## src/rtl/zpi_pkg.sv

```systemverilog
package zpi_pkg;

  localparam int unsigned ZPI_BYTE_W = 8;

  typedef enum logic [2:0] {
    ST_IDLE = 3'd0,
    ST_LO   = 3'd1,
    ST_HI   = 3'd2,
    ST_CALC = 3'd3,
    ST_DONE = 3'd4
  } zpi_state_e;

  typedef enum logic {
    MODE_POST = 1'b0,
    MODE_PRE  = 1'b1
  } zpi_mode_e;

endpackage

```

## src/rtl/zpi_ctrl.sv

```systemverilog
module zpi_ctrl
  import zpi_pkg::*;
(
  input  logic       clk,
  input  logic       rst_n,
  input  logic       start,
  output zpi_state_e state,
  output logic       accept
);

  zpi_state_e state_d;

  always_comb begin
    state_d = state;
    accept  = 1'b0;
    unique case (state)
      ST_IDLE: begin
        if (start) begin
          state_d = ST_LO;
          accept  = 1'b1;
        end
      end
      ST_LO:   state_d = ST_HI;
      ST_HI:   state_d = ST_CALC;
      ST_CALC: state_d = ST_DONE;
      ST_DONE: state_d = ST_IDLE;
      default: state_d = ST_IDLE;
    endcase
  end

  always_ff @(posedge clk or negedge rst_n) begin
    if (!rst_n) state <= ST_IDLE;
    else        state <= state_d;
  end


  lo_then_hi_chk: assert property (@(posedge clk) disable iff (!rst_n)
    (state == ST_LO) |=> (state == ST_HI));


  done_single_chk: assert property (@(posedge clk) disable iff (!rst_n)
    (state == ST_DONE) |=> (state == ST_IDLE));


  busy_no_accept_chk: assert property (@(posedge clk) disable iff (!rst_n)
    (state != ST_IDLE) |-> !accept);

endmodule

```

## src/rtl/zpi_ptr_addr.sv

```systemverilog
module zpi_ptr_addr
  import zpi_pkg::*;
#(
  parameter int unsigned BYTE_W = ZPI_BYTE_W
) (
  input  logic              pre,
  input  logic              sel_hi,
  input  logic [BYTE_W-1:0] opnd,
  input  logic [BYTE_W-1:0] idx_x,
  output logic [BYTE_W-1:0] byte_addr
);

  logic [BYTE_W-1:0] base;
  logic [BYTE_W-1:0] step;

  // Pointer location stays inside page zero: sums are truncated to BYTE_W.
  always_comb begin
    base      = pre ? BYTE_W'(opnd + idx_x) : opnd;
    step      = sel_hi ? BYTE_W'(1) : '0;
    byte_addr = BYTE_W'(base + step);
  end

endmodule

```

## src/rtl/zpi_index_add.sv

```systemverilog
module zpi_index_add
  import zpi_pkg::*;
#(
  parameter int unsigned BYTE_W = ZPI_BYTE_W,
  localparam int unsigned ADDR_W = 2 * BYTE_W
) (
  input  logic              use_idx,
  input  logic [BYTE_W-1:0] ptr_lo,
  input  logic [BYTE_W-1:0] ptr_hi,
  input  logic [BYTE_W-1:0] idx,
  output logic [ADDR_W-1:0] ea,
  output logic              carry
);

  logic [BYTE_W:0]   lo_sum;
  logic [BYTE_W-1:0] hi_sum;
  logic [BYTE_W-1:0] idx_eff;

  always_comb begin
    idx_eff = use_idx ? idx : '0;
    lo_sum  = {1'b0, ptr_lo} + {1'b0, idx_eff};
    carry   = lo_sum[BYTE_W];
    hi_sum  = BYTE_W'(ptr_hi + {{(BYTE_W-1){1'b0}}, carry});
    ea      = {hi_sum, lo_sum[BYTE_W-1:0]};
  end

endmodule

```

## src/rtl/zpi_agu.sv

```systemverilog
module zpi_agu
  import zpi_pkg::*;
#(
  parameter int unsigned BYTE_W = ZPI_BYTE_W,
  localparam int unsigned ADDR_W = 2 * BYTE_W
) (
  input  logic              clk,
  input  logic              rst_n,
  input  logic              start,
  input  logic              mode_pre,
  input  logic [BYTE_W-1:0] opnd,
  input  logic [BYTE_W-1:0] idx_x,
  input  logic [BYTE_W-1:0] idx_y,
  output logic              mem_re,
  output logic [ADDR_W-1:0] mem_addr,
  input  logic [BYTE_W-1:0] mem_rdata,
  output logic              busy,
  output logic              done,
  output logic [ADDR_W-1:0] ea,
  output logic              page_cross
);

  // Reset: asserted asynchronously, released on the clock.
  logic [1:0] rst_sync;
  logic       rst_n_i;

  always_ff @(posedge clk or negedge rst_n) begin
    if (!rst_n) rst_sync <= '0;
    else        rst_sync <= {rst_sync[0], 1'b1};
  end
  assign rst_n_i = rst_sync[1];

  zpi_state_e state;
  logic       accept;

  zpi_ctrl u_ctrl (
    .clk    (clk),
    .rst_n  (rst_n_i),
    .start  (start),
    .state  (state),
    .accept (accept)
  );

  // Captured request.
  logic [BYTE_W-1:0] op_q, x_q, y_q;
  zpi_mode_e         mode_q;

  always_ff @(posedge clk or negedge rst_n_i) begin
    if (!rst_n_i) begin
      op_q   <= '0;
      x_q    <= '0;
      y_q    <= '0;
      mode_q <= MODE_POST;
    end else if (accept) begin
      op_q   <= opnd;
      x_q    <= idx_x;
      y_q    <= idx_y;
      mode_q <= mode_pre ? MODE_PRE : MODE_POST;
    end
  end

  // Pointer byte address.
  logic [BYTE_W-1:0] ptr_byte;
  logic              sel_hi;

  assign sel_hi = (state == ST_HI);

  zpi_ptr_addr #(.BYTE_W(BYTE_W)) u_ptr (
    .pre       (mode_q == MODE_PRE),
    .sel_hi    (sel_hi),
    .opnd      (op_q),
    .idx_x     (x_q),
    .byte_addr (ptr_byte)
  );

  assign mem_re   = (state == ST_LO) || (state == ST_HI);
  assign mem_addr = {{BYTE_W{1'b0}}, ptr_byte};

  // Low pointer byte arrives during ST_HI.
  logic [BYTE_W-1:0] lo_q;
  logic              lo_en;

  assign lo_en = (state == ST_HI);

  always_ff @(posedge clk or negedge rst_n_i) begin
    if (!rst_n_i)   lo_q <= '0;
    else if (lo_en) lo_q <= mem_rdata;
  end

  // High byte arrives during ST_CALC; final add then.
  logic [ADDR_W-1:0] ea_d;
  logic              carry_d;
  logic              res_en;

  assign res_en = (state == ST_CALC);

  zpi_index_add #(.BYTE_W(BYTE_W)) u_add (
    .use_idx (mode_q == MODE_POST),
    .ptr_lo  (lo_q),
    .ptr_hi  (mem_rdata),
    .idx     (y_q),
    .ea      (ea_d),
    .carry   (carry_d)
  );

  logic [ADDR_W-1:0] ea_q;
  logic              pc_q;

  always_ff @(posedge clk or negedge rst_n_i) begin
    if (!rst_n_i) begin
      ea_q <= '0;
      pc_q <= 1'b0;
    end else if (res_en) begin
      ea_q <= ea_d;
      pc_q <= carry_d;
    end
  end

  assign ea         = ea_q;
  assign page_cross = pc_q;
  assign done       = (state == ST_DONE);
  assign busy       = (state != ST_IDLE);


  zero_page_chk: assert property (@(posedge clk) disable iff (!rst_n_i)
    mem_re |-> (mem_addr[ADDR_W-1:BYTE_W] == '0));


  hi_follows_lo_chk: assert property (@(posedge clk) disable iff (!rst_n_i)
    (state == ST_HI) |-> (mem_addr[BYTE_W-1:0] == BYTE_W'($past(mem_addr[BYTE_W-1:0]) + 1'b1)));


  pre_no_cross_chk: assert property (@(posedge clk) disable iff (!rst_n_i)
    (done && (mode_q == MODE_PRE)) |-> !page_cross);


  done_pulse_chk: assert property (@(posedge clk) disable iff (!rst_n_i)
    done |=> !done);


  req_hold_chk: assert property (@(posedge clk) disable iff (!rst_n_i)
    (busy && !done) |=> ($stable(op_q) && $stable(x_q) && $stable(y_q)));


  result_stable_chk: assert property (@(posedge clk) disable iff (!rst_n_i)
    done |=> $stable(ea));

endmodule

```

## config.mk

```make
export PLATFORM = sky130hd
export DESIGN_NAME = zpi_agu
export DESIGN_NICKNAME = d
export VERILOG_FILES = /design/src/rtl/zpi_pkg.sv /design/src/rtl/zpi_ctrl.sv /design/src/rtl/zpi_ptr_addr.sv /design/src/rtl/zpi_index_add.sv /design/src/rtl/zpi_agu.sv
export SDC_FILE = /design/constraint.sdc
export NUM_CORES = 1
export LEC_CHECK = 0
export BUFFER_PORTS_ARGS = -buffer_cell sky130_fd_sc_hd__buf_2
export CAP_MARGIN = 10
export CORE_MARGIN = 2
export CORE_UTILIZATION = 55
export CTS_BUF_LIST = sky130_fd_sc_hd__clkbuf_8
export CTS_CLUSTER_DIAMETER = 40
export CTS_CLUSTER_SIZE = 24
export DETAILED_ROUTE_END_ITERATION = 8
export GPL_TIMING_DRIVEN = 0
export PLACE_DENSITY_LB_ADDON = 0.1
export SETUP_SLACK_MARGIN = 0.3
export SYNTH_ARGS = -nofsm -noshare
export SYNTH_HDL_FRONTEND = slang
export SYNTH_SLANG_ARGS = --single-unit
```

## constraint.sdc

```tcl
create_clock -name clk -period 2.8 [get_ports clk]
set_input_delay 0.28 -clock clk [delete_from_list [all_inputs] [get_ports clk]]
set_output_delay 0.28 -clock clk [all_outputs]
set_load 0.01 [all_outputs]
```

Yosys cells after proc, flatten, opt, wreduce, memory -nomap -nowiden
Cells that the tools add are included.
W data, S select, Z words.
- bits in registers: 55
- input port bits: 36
- output and inout port bits: 36
- logic and storage cells: 29
- add/subtract/negate cells: 4
- equality and inequality tests: 5
- mux-type cells: 8
- reductions and logical operators: 3
- operators with widths (kind ; number):
    $add A8 B8 Y8 ; 2
    $mux W8 ; 2
    $pmux W3 S4 ; 1
    $add A8 B8 Y9 ; 1
    $add A8 B1 Y8 ; 1
    $eq A3 B2 Y1 const B ; 2
    $mux W1 ; 4
    $eq A3 B1 Y1 const B ; 1
    $eq A3 B3 Y1 const B ; 1
    $logic_not A3 Y1 ; 1
    $mux W3 ; 1
    $reduce_bool A3 Y1 ; 1
    $ne A2 B2 Y1 const B ; 1
    $logic_or A1 B1 Y1 ; 1

Logic depth before layout (Yosys ltp)
Gate-level depths: netlist (run 1).
- depth after elaboration: 3
- gate-level depth with buffers: 18
- mapped depth without buffers: 15

Modules after synthesis
From an unflattened synthesis (run 1), not the netlist that was laid out.
- cell total of the unflattened synthesis: 264
- area, all modules: 3176.8 um^2
- by module, submodules not included (module ; instances ; cells each ; area each (um^2) ; sequential area each (um^2)):
    zpi_agu ; 1 ; 125 ; 2020.7 ; 1301.2
    zpi_ptr_addr ; 1 ; 65 ; 533.0 ; 0.0
    zpi_index_add ; 1 ; 64 ; 504.2 ; 0.0
    zpi_ctrl ; 1 ; 10 ; 118.9 ; 75.1

Worst setup path after synthesis (run 1)
Ideal clock, no wire load.
- kind: register to register
- start point: reg mode_q
- end point: reg ea_q[14], in the netlist ea[14]
- library setup time: 0.135 ns
- data arrival time: 3.400 ns
- required time: 2.665 ns
- path slack: -0.735 ns
- stages on the path, launching flop included: 19
- path buffers: 3
- period minus slack after synthesis: 3.535 ns
- cell sequence: dfrtp_1 buf_2 buf_2 clkbuf_1 nor2b_1 ha_1 fa_1 a21o_1 a21oi_1 o21bai_1 a21o_1 a21oi_1 o21bai_1 ha_1 ha_1 and3_1 nand3_1 xor2_1 o21ai_0
- longest elaborated chain between the ends: 3
- RTL lines (item ; line ; source):
    start: declaration ; zpi_agu.sv:46 ; zpi_mode_e mode_q;
    start signal: assignment ; zpi_agu.sv:58 ; mode_q <= mode_pre ? MODE_PRE : MODE_POST;
    $mux W8 ; zpi_index_add.sv:20 ; idx_eff = use_idx ? idx : '0;
    $add A8 B8 Y9 ; zpi_index_add.sv:21 ; lo_sum = {1'b0, ptr_lo} + {1'b0, idx_eff};
    net carry_d ; zpi_agu.sv:92 ; logic carry_d;
    $add A8 B1 Y8 ; zpi_index_add.sv:23 ; hi_sum = BYTE_W'(ptr_hi + {{(BYTE_W-1){1'b0}}, carry});
    end signal: assignment ; zpi_agu.sv:111 ; ea_q <= '0;
    end signal: assignment ; zpi_agu.sv:114 ; ea_q <= ea_d;
    end: declaration ; zpi_agu.sv:106 ; logic [ADDR_W-1:0] ea_q;
The timed path passes the listed nets, and every way through them passes these cells.
A chain may end at the register's enable or synchronous reset.

Worst setup path in the final report (run 1)
Same ends and word-level chain as after synthesis.

==> metrics.cfg, run 1 <==
[route]
wl_per_cell_um = 14.5
drc_errors = 0
viasPerCell = 5.17
ant_nets = 0
first_iter_violations = 80
wl_um = 6580
first_pass_iters = 4
vias = 2347

[yosys]
ys.flop_type = dfrtp_1
ys_warn_count = 0
synth-seq-cells = 55
yosys-top-cells-area = dfrtp_1 (45%), mux2_2 (13%), ha_1 (7.7%)
synth_edf_count = 0
seq_area_frac_synth_pct = 44.6
syn_area_per_cell_um2 = 11.0
synth_top_area_share_pct = 44.6
synth_cells = 281
synth_area_leader_cell = dfrtp_1
synth_cell_types = 45
netlist_area_um2 = 3090
async_flop_share_pct = 100

[worst_setup_path]
crit_buf_inv = 3
cp_slowest_cell = dfrtp_1
arrival_ns = 3.19
crit_top_cell = ha_4
worstSetupEndpointType = register
crit_chain = buf_6 > buf_8 > clkbuf_16 > nor2b_4 > ha_4 > fa_2 > a21o_1 > a21oi_2 > o21bai_1 > a21o_1 > a21oi_2 > o21bai_4 > ha_4 > ha_4 > and3_4 > nand3_2 > xor2_1 > o21ai_1
critPathMaxStageDelay_ns = 0.36
required_ns = 2.98
path_max_fanout = 4
path_class = register to register
path_delay_family = compound AO/OA/AOI/OAI gates
crit_path_start_kind = register

[global_routing]
grt_util_met3_pct = 4.32
antenna_found_initial = 0
busiest_layer = met2
grt_overflow = 0
grt_max_degree = 39
grt_pass1_wl_um = 10900
grtUsageMet1_pct = 30.0
grt_pass1_vias = 2346
grt_use_met2_pct = 37.2
track_usage_pct = 22.4

[run_status]
status = finished with violations
violations = setup timing

[pwr]
p_per_area_nw_per_um2 = 1370
power_leakage_nw = 1.93
power_w = 0.00558
peakVddDrop_v = 0.000730

[timing]
rsz0062_at_grt = true
hold_viol = 0
drv_slew = 0
finalSetupViolCount = 8
holdWs_ns = 0.185
max_freq_ghz = 0.332
finalCriticalPeriod_ns = 3.01
skew_ns = 0.00705
timing.final.ws_setup_ns = -0.209
finalCritPeriodShare_pct = 107

[cts]
clk_pin_slew_worst_paths_ns = 0.09
root_buffer = clkbuf_8
cts_tree = done
clock-sinks = 55
clk_latency_ns = 0.30
clockBufferDepth = 2
cts_buffers = 5
cts.htree.levels = 2

[die]
row_count = 27
die_w_um = 78.9
io_pins = 72
die_area_um2 = 6230
initial_utilization_pct = 56.4
core_um2 = 5470
die_y_um = 78.9

[placed_design]
numPortBuffers = 63
gp_congestion = 0.821
dp_hpwl_um = 4740

[final_layout]
ff_latch_area_um2 = 1380
drive_gt1_share_pct = 48.2
multi_input_area_um2 = 1830
fillCellCount = 436
area_growth_syn_to_layout_pct = 31.5
finalNetCount = 438
num_antenna_cells = 0

[run]
cap_violations = 0

[min_path]
hold_class = primary input to register

-- cell type report --
type | count | share of cell area (%)
Buffer | 17 | 3.39
Clock buffer | 5 | 1.69
Clock inverter | 3 | 0.308
Inverter | 8 | 0.740
Multi-Input combinational cell | 208 | 45.1
Sequential cell | 55 | 33.9
Tap cell | 72 | 2.22
Timing Repair Buffer | 86 | 12.7
-- worst min-delay path, stage by stage --
cell	delay, ns
buf_2	0.07
nand2_1	0.04
o21ai_0	0.06
-- state kept, by name, indices dropped and copies added (netlist names) --
signal / flops
ea: 16
lo_q: 8
mode_q: 1
op_q: 8
page_cross: 1
rst_sync: 2
u_ctrl.state: 3
x_q: 8
y_q: 8
-- placed cells by master (no fill, tap or decap), types with 5 or more instances in the layout --
cell type	n
xnor2_1	11
ha_4	6
mux2_2	34
xor2_1	6
o21ai_0	7
nand2_1	27
clkbuf_8	5
inv_1	9
nand3_1	5
nor2b_1	7
a21oi_1	5
buf_4	26
buf_2	65
dfrtp_1	54
ha_1	10
nor2_1	9
conb_1	9
-- worst paths after layout --
check                                      end             startpoint  slack [ns]  cells after the start
hold reg to reg             y_q[5]$_DFFE_PN0P_  rst_sync[1]$_DFF_PN0_        0.19                      0
hold / removal             op_q[6]$_DFFE_PN0P_                opnd[6]        0.18                      3
max in group asynchronous  lo_q[5]$_DFFE_PN0N_  rst_sync[1]$_DFF_PN0_        2.08                      1
setup reg to reg            ea[14]$_DFFE_PN0P_     mode_q$_DFFE_PN0P_       -0.21                     18
setup / recovery            ea[14]$_DFFE_PN0P_     mode_q$_DFFE_PN0P_       -0.21                     18
min in group asynchronous   y_q[5]$_DFFE_PN0P_  rst_sync[1]$_DFF_PN0_        0.19                      0
-- kinds of logic after synthesis --
| logic type | after synthesis | synth area share, % |
|---|---|---|
| flops | 55 | 44.6 |
| mux | 37 | 13.4 |
| simple gates | 81 | 13.9 |
| fa+ha+maj | 21 | 9.00 |
| buf+inv | 25 | 4.17 |
| compound gates | 40 | 8.55 |
| other cells | 2 | 0.243 |
| xor+xnor | 20 | 6.12 |
-- report_power, final --
part           internal (W)  switching (W)  leakage, nW
Combinational       0.00194        0.00176         1.22
Clock              0.000169       0.000245       0.0505
Sequential          0.00118       0.000273        0.660
Total               0.00330        0.00228         1.93
-- cell usage after synthesis, types with 3 or more instances --
library cell  number
dfrtp_1           55
mux2_2            35
nand2_1           30
ha_1              19
xnor2_1           13
o21ai_0           12
a21oi_1           11
nor2_1            10
nor2b_1            9
buf_4              8
nand3_1            8
inv_1              7
xor2_1             6
clkbuf_1           5
nor3b_1            5
buf_2              4
a21o_1             3
and3_1             3
nand2b_1           3
o21bai_1           3
-- metal layers --
| metal | share of wire, % | up-vias |
|---|---|---|
| met4 | 0.99 | 0 |
| met1 | 46 | 1120 |
| met2 | 49 | 53 |
| met5 | 0 | - |
| li1 | - | 1167 |
| met3 | 3.7 | 7 |
-- per-stage QoR --
stage                     instance area, µm²  std cells  setup TNS, ns  utilization (%)  setup WS [ns]
after floorplan                         3180        288         -0.417                -         -0.211
after global placement                  3580        423          -2.26             65.5         -0.463
after detailed placement                3600        424          -2.99             65.9         -0.553
after CTS                               3940        446         -0.944             72.1         -0.248
after global routing                    4060        454          -2.07             74.2         -0.362
final                                   4060        454         -0.878             74.2         -0.209
-- timing repair --
item	in CTS	in global routing
setup endpoints to repair	15	14
pin swaps	24	14
hold endpoints to repair	2	0
setup buffers	13	8
gates resized for setup	33	11
hold buffers	1	0
(Power assumes the default switching activity.)
==> run 2, diff against run 1 <==
Settings changed: ABC_AREA set to 1, PLACE_DENSITY_LB_ADDON 0.1 to 0.25.
==> metrics.cfg, run 2 <==
[run_status]
status = finished clean

[yosys]
synth_top_area_share_pct = 42.0
synth_common_cells = nand2_1 (108), dfrtp_1 (55), inv_1 (36)
yosys-top-cells-area = dfrtp_1 (42%), nand2_1 (12%), ha_1 (7.3%)
syn_area_per_cell_um2 = 8.20
ys.flop_type = dfrtp_1
synth_edf_count = 0
synth-seq-cells = 55
synth_most_common_cell = nand2_1
seq_area_frac_synth_pct = 42.0
synth_cell_types = 37
synth_cells = 399
synth_area_leader_cell = dfrtp_1
ys_warn_count = 0
async_flop_share_pct = 100
netlist_area_um2 = 3270

[die]
initial_utilization_pct = 55.9
row_count = 28
die_w_um = 81.1
die_area_um2 = 6580
die_y_um = 81.1
core_um2 = 5850
io_pins = 72

[final_layout]
area_growth_syn_to_layout_pct = 26.2
num_antenna_cells = 0
drive_gt1_share_pct = 30.9
final_area_um2 = 4130
finalNetCount = 554
final_common_cell = nand2_1
layout_common_cells = nand2_1 (105), buf_2 (65), dfrtp_1 (53), inv_1 (37), nor2_1 (29)
largest_register_ff_count = 16
fillCellCount = 480

[timing]
tns_ns = 0
tightest_slew_ns = 0.699
finalSetupViolCount = 0
rsz0062_at_grt = true
holdWs_ns = 0.193
drv_slew = 0
finalCritPeriodShare_pct = 94.4
skew_ns = 0.00951
max_freq_ghz = 0.378
slew_headroom_pct = 53.4
finalCriticalPeriod_ns = 2.64
hold_viol = 0

[cts]
cts_tree = done
cts.htree.levels = 2
clk_pin_slew_worst_paths_ns = 0.09
root_buffer = clkbuf_8
cts_buffers = 5
clock-sinks = 55
clk_latency_ns = 0.30
clockBufferDepth = 2

[global_routing]
grt_overflow = 0
track_usage_pct = 24.2
antenna_found_initial = 0
grt_max_degree = 30
grt_pass1_vias = 2773
grt_pass1_wl_um = 12200

[route]
first_iter_violations = 102
ant_nets = 0
viasPerCell = 5.06
wl_um = 7480
first_pass_iters = 4
wl_per_cell_um = 13.1
drc_errors = 0
vias = 2902

[run]
cap_violations = 0

[worst_setup_path]
required_ns = 2.52
crit_top_cell = nand2_1
arrival_ns = 2.36
path_delay_family = adder cells
critPathMaxStageDelay_ns = 0.52
cp_slowest_cell = fa_2
worstSetupEndpointType = output port
cp-startpoint = x_q[0]$_DFFE_PN0P_
crit_path_start_kind = register
crit_chain = ha_4 > fa_2 > inv_2 > nand2_2 > nand2_1 > inv_1 > ha_2 > nand4_4 > nor2_4 > nand2_1 > nand2_1 > nand2_1 > buf_6
worstReg2RegStart = mode_q$_DFFE_PN0P_
path_max_fanout = 3
path_class = register to output port
crit_buf_inv = 3

[pwr]
power_leakage_nw = 2.22
p_per_area_nw_per_um2 = 1300
peakVddDrop_v = 0.000869

[placed_design]
placed_area_um2 = 3750
numPortBuffers = 63
gp_congestion = 0.885
dp_hpwl_um = 5550

[min_path]
worstHoldStart = opnd[3]
hold_class = primary input to register

## run 2: changes by cell type in the layout (fill, tap and decap cells not counted), moves of 6 or more
cell	delta
a21oi_1	+16
inv_1	+28
inv_2	+7
mux2_1	+7
mux2_2	-27
nand2_1	+78
nand3_1	+23
nor2_1	+20
nor2b_1	-7
o21ai_1	+8
xnor2_1	-6
## run 2: layout make-up
class,count,area [µm²],share of cell area [%]
clock inverters,3,12.5,0.303
plain buffers,18,128,3.09
inverters,42,158,3.82
flip-flops and latches,55,1380,33.4
repair buffers,84,513,12.4
well taps,75,93.8,2.27
multi-input cells,291,1780,43.0
clock buffers,5,68.8,1.67
## run 2: metal layers
metal,GRT usage [%],part of all wire (%)
met1,28.9,41
met2,45.4,54
met4,5.59,1.1
met5,0,0
met3,4.00,3.8
## run 2: what timing repair did
item / in CTS / in global routing
resized for setup: 22 / 12
pin swaps: 14 / 16
hold buffers: 1 / 0
buffers inserted: 12 / 7
endpoints found under the setup margin: 11 / 13
endpoints found under the hold margin: 2 / 0
## run 2: cell families (layout without fill, tap and decap cells)
kind of cell	Yosys count	count (layout)	synth area share (%)
AOI/OAI and AO/OA	41	41	6.84
xor gates and xnor gates	12	12	3.21
adders and majority gates	21	21	8.49
buffers and inverters	60	152	8.22
DFF	55	55	42.0
muxes	14	14	4.82
other	2	9	0.229
and+or+nand+nor	194	194	26.1
## run 2: final timing paths
check / slack, ns / end / cells past startpoint
max in group asynchronous: 1.92 / ea[9]$_DFFE_PN0P_ / 1
setup / recovery: 0.16 / mem_addr[6] / 13
hold reg to reg: 0.32 / op_q[2]$_DFFE_PN0P_ / 0
min in group asynchronous: 0.28 / rst_sync[0]$_DFF_PN0_ / 2
setup reg to reg: 0.23 / ea[14]$_DFFE_PN0P_ / 16
hold / removal: 0.19 / op_q[3]$_DFFE_PN0P_ / 2
## run 2: stage by stage
stage	utilization [%]	setup slack, ns	instances	power [W]
finish	70.6	0.156	573	0.00537
global route	70.6	0.0327	573	0.00593
CTS	68.7	0.158	566	0.00518
detailed placement	64.1	-0.0844	545	0.00454
global placement	63.6	-0.0352	544	0.00446
floorplan	-	0.307	406	0.00370
## run 2: power breakdown
part / internal (W) / leakage [nW] / switching, W
registers: 0.00117 / 0.652 / 0.000268
clock network: 0.000169 / 0.0505 / 0.000239
logic: 0.00150 / 1.51 / 0.00203
